## config.mk

```make
export PLATFORM = sky130hd
export DESIGN_NAME = dring_dma
export DESIGN_NICKNAME = d
export VERILOG_FILES = /design/src/rtl/dring_pkg.sv /design/src/rtl/dring_mem.sv /design/src/rtl/dring_regs.sv /design/src/rtl/dring_tx.sv /design/src/rtl/dring_rx.sv /design/src/rtl/dring_dma.sv
export SDC_FILE = /design/constraint.sdc
export NUM_CORES = 2
export LEC_CHECK = 0
export CAP_MARGIN = 40
export CORE_MARGIN = 10
export CORE_UTILIZATION = 25
export DETAILED_ROUTE_END_ITERATION = 10
export GPL_TIMING_DRIVEN = 1
export PLACE_DENSITY = 0.4
export SYNTH_ARGS = -nofsm -noshare
export SYNTH_HDL_FRONTEND = slang
export SYNTH_SLANG_ARGS = --single-unit
```

## constraint.sdc

```tcl
create_clock -name clk -period 3.55 [get_ports clk]
set_input_delay 0.355 -clock clk [delete_from_list [all_inputs] [get_ports clk]]
set_output_delay 0.355 -clock clk [all_outputs]
set_load 0.01 [all_outputs]
```

## src/rtl/dring_pkg.sv

```systemverilog
package dring_pkg;

  localparam int OWN_B   = 31;
  localparam int LSEG_B  = 30;
  localparam int FSEG_B  = 29;
  localparam int SETUP_B = 27;
  localparam int EOR_B   = 25;
  localparam int ESUM_B  = 15;
  localparam int RLAST_B = 8;

  localparam logic [1:0] RGN_DESC = 2'd0;
  localparam logic [1:0] RGN_BUF  = 2'd1;
  localparam logic [1:0] RGN_REG  = 2'd2;

  localparam logic [2:0] SEL_BUS  = 3'd0;
  localparam logic [2:0] SEL_OPM  = 3'd1;
  localparam logic [2:0] SEL_POLL = 3'd2;
  localparam logic [2:0] SEL_RXB  = 3'd3;
  localparam logic [2:0] SEL_TXB  = 3'd4;
  localparam logic [2:0] SEL_STAT = 3'd5;

  typedef enum logic [2:0] {
    TX_IDLE, TX_OWN, TX_CTRL, TX_BUFA, TX_SEND, TX_CLOSE, TX_SUSP
  } tx_st_e;

  typedef enum logic [2:0] {
    RX_IDLE, RX_OWN, RX_CTRL, RX_BUFA, RX_RECV, RX_CLOSE, RX_SUSP
  } rx_st_e;

  function automatic logic [2:0] tx_code(tx_st_e s);
    case (s)
      TX_OWN, TX_CTRL, TX_BUFA: return 3'd1;
      TX_SEND:                  return 3'd2;
      TX_CLOSE:                 return 3'd3;
      TX_SUSP:                  return 3'd6;
      default:                  return 3'd0;
    endcase
  endfunction

  function automatic logic [2:0] rx_code(rx_st_e s);
    case (s)
      RX_OWN, RX_CTRL, RX_BUFA: return 3'd1;
      RX_RECV:                  return 3'd3;
      RX_CLOSE:                 return 3'd5;
      RX_SUSP:                  return 3'd4;
      default:                  return 3'd0;
    endcase
  endfunction

  function automatic logic [31:0] rx_wb_word(logic [15:0] len, logic err);
    logic [31:0] w;
    w = '0;
    w[31:16] = len;
    w[ESUM_B] = err;
    w[RLAST_B] = 1'b1;
    return w;
  endfunction

  function automatic logic [31:0] tx_wb_word(logic err);
    logic [31:0] w;
    w = '0;
    w[ESUM_B] = err;
    return w;
  endfunction

  function automatic logic [31:0] status_word(logic [2:0] txc, logic [2:0] rxc);
    logic [31:0] w;
    w = '0;
    w[22:20] = txc;
    w[19:17] = rxc;
    return w;
  endfunction

endpackage

```

## src/rtl/dring_mem.sv

```systemverilog
module dring_mem #(
  parameter int DESC_WORDS = 32,
  parameter int BUF_BYTES  = 128,
  localparam int DAW = $clog2(DESC_WORDS),
  localparam int BAW = $clog2(BUF_BYTES)
) (
  input  logic           clk,
  input  logic           h_dwe,
  input  logic [DAW-1:0] h_daddr,
  input  logic [31:0]    h_dwdata,
  output logic [31:0]    h_drdata,
  input  logic           h_bwe,
  input  logic [BAW-1:0] h_baddr,
  input  logic [7:0]     h_bwdata,
  output logic [7:0]     h_brdata,
  input  logic [DAW-1:0] t_daddr,
  output logic [31:0]    t_drdata,
  input  logic           t_dwe,
  input  logic [31:0]    t_dwdata,
  input  logic [BAW-1:0] t_baddr,
  output logic [7:0]     t_brdata,
  input  logic [DAW-1:0] r_daddr,
  output logic [31:0]    r_drdata,
  input  logic           r_dwe,
  input  logic [31:0]    r_dwdata,
  input  logic           r_bwe,
  input  logic [BAW-1:0] r_baddr,
  input  logic [7:0]     r_bwdata
);

  logic [31:0] dmem [DESC_WORDS];
  logic [7:0]  bmem [BUF_BYTES];

  // Later writes win on a shared address: engines override the host.
  always_ff @(posedge clk) begin
    if (h_dwe) dmem[h_daddr] <= h_dwdata;
    if (t_dwe) dmem[t_daddr] <= t_dwdata;
    if (r_dwe) dmem[r_daddr] <= r_dwdata;
    if (h_bwe) bmem[h_baddr] <= h_bwdata;
    if (r_bwe) bmem[r_baddr] <= r_bwdata;
  end

  assign h_drdata = dmem[h_daddr];
  assign t_drdata = dmem[t_daddr];
  assign r_drdata = dmem[r_daddr];
  assign h_brdata = bmem[h_baddr];
  assign t_brdata = bmem[t_baddr];

endmodule

```

## src/rtl/dring_regs.sv

```systemverilog
module dring_regs
  import dring_pkg::*;
#(
  parameter int DAW = 5
) (
  input  logic           clk,
  input  logic           rst_n,
  input  logic           we,
  input  logic [2:0]     sel,
  input  logic [31:0]    wdata,
  input  logic [2:0]     txc,
  input  logic [2:0]     rxc,
  output logic [31:0]    rdata,
  output logic           soft_rst,
  output logic           tx_run,
  output logic           rx_run,
  output logic           tx_poll,
  output logic [DAW-1:0] rx_base,
  output logic [DAW-1:0] tx_base
);

  assign soft_rst = we && (sel == SEL_BUS) && wdata[0];
  assign tx_poll  = we && (sel == SEL_POLL);

  always_ff @(posedge clk or negedge rst_n) begin
    if (!rst_n) begin
      tx_run  <= 1'b0;
      rx_run  <= 1'b0;
      rx_base <= '0;
      tx_base <= '0;
    end else if (soft_rst) begin
      tx_run  <= 1'b0;
      rx_run  <= 1'b0;
      rx_base <= '0;
      tx_base <= '0;
    end else if (we) begin
      case (sel)
        SEL_OPM: begin
          tx_run <= wdata[13];
          rx_run <= wdata[1];
        end
        SEL_RXB: rx_base <= wdata[DAW-1:0];
        SEL_TXB: tx_base <= wdata[DAW-1:0];
        default: ;
      endcase
    end
  end

  always_comb begin
    rdata = '0;
    case (sel)
      SEL_OPM:  begin rdata[13] = tx_run; rdata[1] = rx_run; end
      SEL_RXB:  rdata[DAW-1:0] = rx_base;
      SEL_TXB:  rdata[DAW-1:0] = tx_base;
      SEL_STAT: rdata = status_word(txc, rxc);
      default:  ;
    endcase
  end

endmodule

```

## src/rtl/dring_tx.sv

```systemverilog
module dring_tx
  import dring_pkg::*;
#(
  parameter int DAW       = 5,
  parameter int BAW       = 7,
  parameter int LEN_W     = 11,
  parameter int BUF_BYTES = 128
) (
  input  logic           clk,
  input  logic           rst_n,
  input  logic           soft_rst,
  input  logic           run,
  input  logic           poll,
  input  logic [DAW-1:0] base,
  output logic [DAW-1:0] d_addr,
  input  logic [31:0]    d_rdata,
  output logic           d_we,
  output logic [31:0]    d_wdata,
  output logic [BAW-1:0] b_addr,
  input  logic [7:0]     b_rdata,
  output logic           tx_valid,
  input  logic           tx_ready,
  output logic [7:0]     tx_data,
  output logic           tx_first,
  output logic           tx_last,
  output logic [2:0]     code
);

  tx_st_e           st;
  logic [DAW-1:0]   cur;
  logic [31:0]      ctrl;
  logic [BAW-1:0]   baddr;
  logic [LEN_W-1:0] cnt;
  logic             err;
  logic [LEN_W-1:0] len;
  logic             at_end;

  function automatic logic len_bad(logic [LEN_W-1:0] l);
    return (l == '0) || (int'(l) > BUF_BYTES);
  endfunction

  assign len    = ctrl[LEN_W-1:0];
  assign at_end = (cnt == len - LEN_W'(1));
  assign code   = tx_code(st);

  always_comb begin
    case (st)
      TX_CTRL: d_addr = cur + DAW'(1);
      TX_BUFA: d_addr = cur + DAW'(2);
      default: d_addr = cur;
    endcase
  end

  assign d_we     = (st == TX_CLOSE);
  assign d_wdata  = tx_wb_word(err);
  assign b_addr   = baddr + BAW'(cnt);
  assign tx_valid = (st == TX_SEND);
  assign tx_data  = b_rdata;
  assign tx_first = tx_valid && ctrl[FSEG_B] && (cnt == '0);
  assign tx_last  = tx_valid && ctrl[LSEG_B] && at_end;

  always_ff @(posedge clk or negedge rst_n) begin
    if (!rst_n) begin
      st <= TX_IDLE; cur <= '0; ctrl <= '0; baddr <= '0; cnt <= '0; err <= 1'b0;
    end else if (soft_rst) begin
      st <= TX_IDLE; cur <= '0; ctrl <= '0; baddr <= '0; cnt <= '0; err <= 1'b0;
    end else begin
      case (st)
        TX_IDLE: if (run) begin st <= TX_OWN; cur <= base; end
        TX_OWN: begin
          if (!run) st <= TX_IDLE;
          else if (!d_rdata[OWN_B]) st <= TX_SUSP;
          else st <= TX_CTRL;
        end
        TX_CTRL: begin ctrl <= d_rdata; st <= TX_BUFA; end
        TX_BUFA: begin
          baddr <= d_rdata[BAW-1:0];
          cnt   <= '0;
          if (ctrl[SETUP_B]) begin err <= 1'b0; st <= TX_CLOSE; end
          else if (len_bad(len)) begin err <= 1'b1; st <= TX_CLOSE; end
          else begin err <= 1'b0; st <= TX_SEND; end
        end
        TX_SEND: if (tx_ready) begin
          cnt <= cnt + LEN_W'(1);
          if (at_end) st <= TX_CLOSE;
        end
        TX_CLOSE: begin
          cur <= ctrl[EOR_B] ? base : cur + DAW'(4);
          st  <= TX_OWN;
        end
        TX_SUSP: begin
          if (!run) st <= TX_IDLE;
          else if (poll) st <= TX_OWN;
        end
        default: st <= TX_IDLE;
      endcase
    end
  end

endmodule

```

## src/rtl/dring_rx.sv

```systemverilog
module dring_rx
  import dring_pkg::*;
#(
  parameter int DAW   = 5,
  parameter int BAW   = 7,
  parameter int LEN_W = 11
) (
  input  logic           clk,
  input  logic           rst_n,
  input  logic           soft_rst,
  input  logic           run,
  input  logic [DAW-1:0] base,
  output logic [DAW-1:0] d_addr,
  input  logic [31:0]    d_rdata,
  output logic           d_we,
  output logic [31:0]    d_wdata,
  output logic           b_we,
  output logic [BAW-1:0] b_addr,
  output logic [7:0]     b_wdata,
  input  logic           rx_valid,
  output logic           rx_ready,
  input  logic [7:0]     rx_data,
  input  logic           rx_last,
  input  logic           rx_err,
  output logic [2:0]     code
);

  rx_st_e         st;
  logic [DAW-1:0] cur;
  logic [31:0]    ctrl;
  logic [BAW-1:0] baddr;
  logic [15:0]    cnt;
  logic           err;
  logic           accept;
  logic           fits;

  assign code     = rx_code(st);
  assign rx_ready = (st == RX_RECV);
  assign accept   = rx_valid && rx_ready;
  assign fits     = cnt < 16'(ctrl[LEN_W-1:0]);

  always_comb begin
    case (st)
      RX_CTRL: d_addr = cur + DAW'(1);
      RX_BUFA: d_addr = cur + DAW'(2);
      default: d_addr = cur;
    endcase
  end

  assign d_we    = (st == RX_CLOSE);
  assign d_wdata = rx_wb_word(cnt, err);
  assign b_we    = accept && fits;
  assign b_addr  = baddr + BAW'(cnt);
  assign b_wdata = rx_data;

  always_ff @(posedge clk or negedge rst_n) begin
    if (!rst_n) begin
      st <= RX_IDLE; cur <= '0; ctrl <= '0; baddr <= '0; cnt <= '0; err <= 1'b0;
    end else if (soft_rst) begin
      st <= RX_IDLE; cur <= '0; ctrl <= '0; baddr <= '0; cnt <= '0; err <= 1'b0;
    end else begin
      case (st)
        RX_IDLE: if (run) begin st <= RX_OWN; cur <= base; end
        RX_OWN: begin
          if (!run) st <= RX_IDLE;
          else if (!d_rdata[OWN_B]) st <= RX_SUSP;
          else st <= RX_CTRL;
        end
        RX_SUSP: begin
          if (!run) st <= RX_IDLE;
          else if (d_rdata[OWN_B]) st <= RX_CTRL;
        end
        RX_CTRL: begin ctrl <= d_rdata; st <= RX_BUFA; end
        RX_BUFA: begin
          baddr <= d_rdata[BAW-1:0];
          cnt   <= '0;
          err   <= 1'b0;
          st    <= RX_RECV;
        end
        RX_RECV: begin
          if (accept) begin
            if (cnt != 16'hFFFF) cnt <= cnt + 16'd1;
            if (!fits || rx_err) err <= 1'b1;
            if (rx_last) st <= RX_CLOSE;
          end else if (!run && cnt == '0) begin
            st <= RX_IDLE;
          end
        end
        RX_CLOSE: begin
          cur <= ctrl[EOR_B] ? base : cur + DAW'(4);
          st  <= RX_OWN;
        end
        default: st <= RX_IDLE;
      endcase
    end
  end

endmodule

```

## src/rtl/dring_dma.sv

```systemverilog
module dring_dma
  import dring_pkg::*;
#(
  parameter int DESC_WORDS = 32,
  parameter int BUF_BYTES  = 128,
  parameter int LEN_W      = 11
) (
  input  logic        clk,
  input  logic        rst_n,
  input  logic        host_we,
  input  logic [8:0]  host_addr,
  input  logic [31:0] host_wdata,
  output logic [31:0] host_rdata,
  output logic        tx_valid,
  input  logic        tx_ready,
  output logic [7:0]  tx_data,
  output logic        tx_first,
  output logic        tx_last,
  input  logic        rx_valid,
  output logic        rx_ready,
  input  logic [7:0]  rx_data,
  input  logic        rx_last,
  input  logic        rx_err
);

  localparam int DAW = $clog2(DESC_WORDS);
  localparam int BAW = $clog2(BUF_BYTES);

  logic [1:0]     rgn;
  logic           h_dwe, h_bwe, h_rwe;
  logic [31:0]    h_drdata, h_rrdata;
  logic [7:0]     h_brdata;

  logic           soft_rst_w, tx_run_w, rx_run_w, tx_poll_w;
  logic [DAW-1:0] rx_base_w, tx_base_w;
  logic [2:0]     tx_code_w, rx_code_w;

  logic [DAW-1:0] tx_daddr, rx_daddr;
  logic [31:0]    tx_drdata, rx_drdata;
  logic           tx_wb_we, rx_wb_we;
  logic [31:0]    tx_wb_data, rx_wb_data;
  logic [BAW-1:0] tx_baddr, rx_baddr;
  logic [7:0]     tx_brdata, rx_bwdata;
  logic           rx_bwe;

  assign rgn   = host_addr[8:7];
  assign h_dwe = host_we && (rgn == RGN_DESC);
  assign h_bwe = host_we && (rgn == RGN_BUF);
  assign h_rwe = host_we && (rgn == RGN_REG);

  always_comb begin
    case (rgn)
      RGN_DESC: host_rdata = h_drdata;
      RGN_BUF:  host_rdata = {24'd0, h_brdata};
      RGN_REG:  host_rdata = h_rrdata;
      default:  host_rdata = '0;
    endcase
  end

  dring_regs #(.DAW(DAW)) u_regs (
    .clk(clk), .rst_n(rst_n), .we(h_rwe), .sel(host_addr[2:0]),
    .wdata(host_wdata), .txc(tx_code_w), .rxc(rx_code_w), .rdata(h_rrdata),
    .soft_rst(soft_rst_w), .tx_run(tx_run_w), .rx_run(rx_run_w),
    .tx_poll(tx_poll_w), .rx_base(rx_base_w), .tx_base(tx_base_w)
  );

  dring_mem #(.DESC_WORDS(DESC_WORDS), .BUF_BYTES(BUF_BYTES)) u_mem (
    .clk(clk),
    .h_dwe(h_dwe), .h_daddr(host_addr[DAW-1:0]), .h_dwdata(host_wdata),
    .h_drdata(h_drdata),
    .h_bwe(h_bwe), .h_baddr(host_addr[BAW-1:0]), .h_bwdata(host_wdata[7:0]),
    .h_brdata(h_brdata),
    .t_daddr(tx_daddr), .t_drdata(tx_drdata), .t_dwe(tx_wb_we),
    .t_dwdata(tx_wb_data), .t_baddr(tx_baddr), .t_brdata(tx_brdata),
    .r_daddr(rx_daddr), .r_drdata(rx_drdata), .r_dwe(rx_wb_we),
    .r_dwdata(rx_wb_data), .r_bwe(rx_bwe), .r_baddr(rx_baddr),
    .r_bwdata(rx_bwdata)
  );

  dring_tx #(.DAW(DAW), .BAW(BAW), .LEN_W(LEN_W), .BUF_BYTES(BUF_BYTES)) u_tx (
    .clk(clk), .rst_n(rst_n), .soft_rst(soft_rst_w), .run(tx_run_w),
    .poll(tx_poll_w), .base(tx_base_w),
    .d_addr(tx_daddr), .d_rdata(tx_drdata), .d_we(tx_wb_we), .d_wdata(tx_wb_data),
    .b_addr(tx_baddr), .b_rdata(tx_brdata),
    .tx_valid(tx_valid), .tx_ready(tx_ready), .tx_data(tx_data),
    .tx_first(tx_first), .tx_last(tx_last), .code(tx_code_w)
  );

  dring_rx #(.DAW(DAW), .BAW(BAW), .LEN_W(LEN_W)) u_rx (
    .clk(clk), .rst_n(rst_n), .soft_rst(soft_rst_w), .run(rx_run_w),
    .base(rx_base_w),
    .d_addr(rx_daddr), .d_rdata(rx_drdata), .d_we(rx_wb_we), .d_wdata(rx_wb_data),
    .b_we(rx_bwe), .b_addr(rx_baddr), .b_wdata(rx_bwdata),
    .rx_valid(rx_valid), .rx_ready(rx_ready), .rx_data(rx_data),
    .rx_last(rx_last), .rx_err(rx_err), .code(rx_code_w)
  );

endmodule

```

==> impl_metrics.py <==
metrics = {
    "run_status": {
        "status": "complete, but fails checks",
        "violations": "setup timing",
    },
    "yosys": {
        "netlist_instances": 9669,
        "syn_area_per_cell_sq_um": 12.60,
        "synth_top_area_frac": 0.3864,
        "yosys-top-cells-area": "edfxtp_1, mux4_2, mux2_2",
        "ys_seq_area_frac": 0.4854,
        "ys.flop_type": "edfxtp_1",
        "yosysWarnings": 0,
        "yosys_register_bits": 2146,
        "yosys.area.top_type": "edfxtp_1",
        "synth-edff-count": 1568,
        "synthArstFlopShare": 0.04567,
        "yosysMostFrequentCell": "edfxtp_1",
        "synth_area_sq_mm": 0.1219,
        "syn-num-nets": 9760,
        "yosysUniqueCellTypes": 81,
        "yosys-top-cells-count": "edfxtp_1, nand2_1, mux2_2",
    },
    "grt": {
        "top_usage_layer": "met2",
        "grt_pass1_wl_mm": 833.7,
        "grtUsageMet3": 0.05167,
        "grt_pass1_vias": 94990,
        "antenna_found_initial": 37,
        "use_met1": 0.3029,
        "grt_usage": 0.2270,
        "gr-usage-met2": 0.3601,
        "grt_max_degree": 93,
        "grt-ovfl-total": 0,
    },
    "detailed_routing": {
        "post-route-drc-count": 0,
        "drtAntennaViolNets": 0,
        "first_iter_violations": 12780,
        "wirelength_mm": 616.0,
        "vias": 97960,
        "viasPerCell": 5.683,
        "firstDrtPassIters": 6,
        "avgRoutedWirePerCell_microns": 35.74,
    },
    "die": {
        "start_util": 0.2508,
        "die_h_microns": 718.2,
        "ios": 100,
        "die_area_sq_mm": 0.5157,
        "core.rowCount": 256,
        "core-area_sq_mm": 0.4859,
        "die_x_microns": 718.2,
    },
    "clock_network": {
        "tritoncts": "done",
        "clk_pin_slew_worst_paths_ns": 0.06,
        "clockRootBuffer": "clkbuf_16",
        "clkLatencyLatePin_ns": 0.96,
        "numCtsBuffers": 265,
        "cts.sinks": 2146,
        "cts_max_level": 5,
        "clock_path_buffers": 4,
    },
    "timing": {
        "hold_viol": 0,
        "slew_viol_final": 0,
        "min_period_ns": 5.057,
        "worst_pin_slew_ns": 0.9984,
        "finalSetupViolCount": 29,
        "hold_ws_ns": 0.07439,
        "slew_headroom": 0.3344,
        "timing.final.ws_setup_ns": -1.507,
        "skew_ns": 0.05047,
        "period_share": 1.424,
        "clock.fmax_ghz": 0.1978,
        "rsz0062_at_grt": "true",
    },
    "hold_path": {
        "holdCritPathClass": "in -> reg",
    },
    "critical_path": {
        "endpoint_kind": "primary output",
        "critical_path.startpoint_type": "flop",
        "cp_data_arrival_time_ns": 4.70,
        "cp.required_ns": 3.19,
        "crit_type": "reg -> out",
        "path_max_fanout": 6,
    },
    "power_and_ir_drop": {
        "leakagePower_nw": 53.36,
        "internal-power_mw": 63.55,
        "switching_share": 0.3673,
        "finalPower_mw": 100.4,
        "p_sw_mw": 36.90,
        "clockPowerShare": 0.274,
        "power_frac_comb": 0.437,
        "vdd_ir_drop_max_v": 0.0006774,
        "power_frac_seq": 0.290,
        "p_per_area_mw_per_mm2": 649.5,
    },
    "placement": {
        "dp_hpwl_mm": 427.1,
        "port_buffers": 99,
        "gp_congestion": 0.9472,
        "dp.cells": 16610,
        "place_area_sq_mm": 0.1417,
    },
    "cells_and_area": {
        "finalNetCount": 10660,
        "area_delta_synth_final_pct": 26.91,
        "stdcell_count": 17240,
        "final_layout_size_suffix_gt1_frac": 0.4088,
        "fill_cells": 48040,
        "final_cell_area_sq_mm": 0.1546,
    },
    "run": {
        "cap_viol_max_count": 0,
    },
}
## stage by stage
step | setup TNS, ns | utilization | setup WS (ns)
2_1_floorplan | -2.149 | - | -0.09564
3_3_place_gp | -133.11 | 0.2911 | -1.404
3_5_place_dp | -158.51 | 0.2916 | -1.344
4_1_cts | -16.96 | 0.3155 | -1.652
5_1_grt | -18.26 | 0.3182 | -1.588
6_report | -14.76 | 0.3183 | -1.507
## kinds of logic (layout without fill, tap and decap cells)
| family | Yosys count | after routing | synth area share |
|---|---|---|---|
| AOI/OAI and AO/OA | 2032 | 2032 | 0.1095 |
| xor gates and xnor gates | 53 | 53 | 0.003809 |
| and+or+nand+nor | 2171 | 2171 | 0.07591 |
| muxes | 2172 | 2172 | 0.2881 |
| buffers and inverters | 1060 | 2160 | 0.03357 |
| other | 0 | 18 | 0 |
| DFF | 2146 | 2146 | 0.4854 |
| adders and majority gates | 35 | 35 | 0.003717 |
## registers in the layout, indices dropped and copies added (netlist names)
register	cells
u_mem.bmem	1024
u_mem.dmem	1024
u_rx.cnt	16
u_tx.ctrl	15
u_rx.ctrl	12
u_tx.cnt	11
u_rx.baddr	7
u_tx.baddr	7
u_regs.rx_base	5
u_regs.tx_base	5
u_rx.cur	5
u_tx.cur	5
u_rx.st	3
u_tx.st	3
u_regs.rx_run	1
u_regs.tx_run	1
u_rx.err	1
u_tx.err	1
## cell type report
cell class              instances  area (sq um)  area share
clock inverters               121          1165    0.007532
clock buffers                 349          7258     0.04693
flip-flops and latches       2146         59160      0.3825
inverters                      29         116.4   0.0007524
repair buffers               1661         17580      0.1137
multi-input cells            6463         61260      0.3961
well taps                    6450          8070     0.05218
diodes                         18         45.04   0.0002913
## cells in the final DEF, fill, tap and decap left out, types with 43 or more instances in the layout
| cell type | n |
|---|---|
| buf_6 | 102 |
| nand2_4 | 55 |
| a22oi_1 | 73 |
| nand2b_1 | 43 |
| a21oi_1 | 530 |
| buf_12 | 290 |
| o22ai_1 | 275 |
| a22o_1 | 536 |
| mux4_2 | 964 |
| clkbuf_1 | 63 |
| edfxtp_1 | 1568 |
| o21ai_0 | 309 |
| nand2_1 | 1422 |
| mux2i_1 | 140 |
| clkbuf_16 | 278 |
| dfrtp_1 | 91 |
| nand3_1 | 50 |
| nor2_1 | 271 |
| mux2_2 | 1012 |
| buf_4 | 1133 |
| dfxtp_1 | 480 |
| nand2_2 | 58 |
## worst paths after layout
| check | start | end | slack, ns | depth (start not counted) |
|---|---|---|---|---|
| min | host_wdata[1] | u_mem.bmem[22][1]$_DFFE_PP_ | 0.07 | 2 |
| max in group asynchronous | rst_n | u_rx.baddr[0]$_DFFE_PN0P_ | 2.89 | 4 |
| min reg2reg | u_mem.dmem[3][11]$_SDFFE_PP0P_ | u_mem.dmem[3][11]$_SDFFE_PP0P_ | 0.45 | 2 |
| max | u_tx.baddr[0]$_DFFE_PN0P_ | tx_data[0] | -1.51 | 14 |
| max reg2reg | u_rx.cnt[15]$_DFFE_PN0P_ | u_mem.bmem[120][7]$_DFFE_PP_ | -0.03 | 11 |
| min in group asynchronous | rst_n | u_rx.ctrl[10]$_DFFE_PN0P_ | 0.12 | 3 |
## power groups by stage
stage | Combinational, mW | Clock, mW | Sequential (mW)
2_1_floorplan | 20.3 | 0 | 29.1
4_1_cts | 42.6 | 27.9 | 29.0
5_1_grt | 45.3 | 28.8 | 29.2
3_5_place_dp | 39.4 | 0 | 29.5
3_3_place_gp | 39.1 | 0 | 29.5
6_report | 43.9 | 27.5 | 29.1
## per-layer routing
layer | vias to the layer above | part of all wire
met5 | - | 0.00011
met2 | 5747 | 0.46
met3 | 1036 | 0.093
li1 | 39570 | -
met4 | 10 | 0.041
met1 | 51600 | 0.41
## critical path: stages (launching register included)
cell	delay, ns
dfrtp_1	0.41
ha_4	0.18
fa_4	0.81
buf_12	0.14
buf_12	0.14
buf_12	0.11
buf_16	0.11
mux4_2	0.31
mux4_2	0.51
nand2_2	0.11
nand2_4	0.09
o211ai_1	0.40
buf_4	0.21
o21ai_4	0.09
buf_6	0.14
## repair_timing
| item | 4_1_cts | 5_1_grt |
|---|---|---|
| hold buffers | 14 | 0 |
| resized for setup | 487 | 227 |
| endpoints found under the hold margin | 238 | 0 |
| gates cloned | 18 | 5 |
| pin swaps | 106 | 63 |
| setup endpoints to repair | 1343 | 1953 |
| buffers inserted | 90 | 38 |
Note: power is estimated with default switching activity, not from simulation.
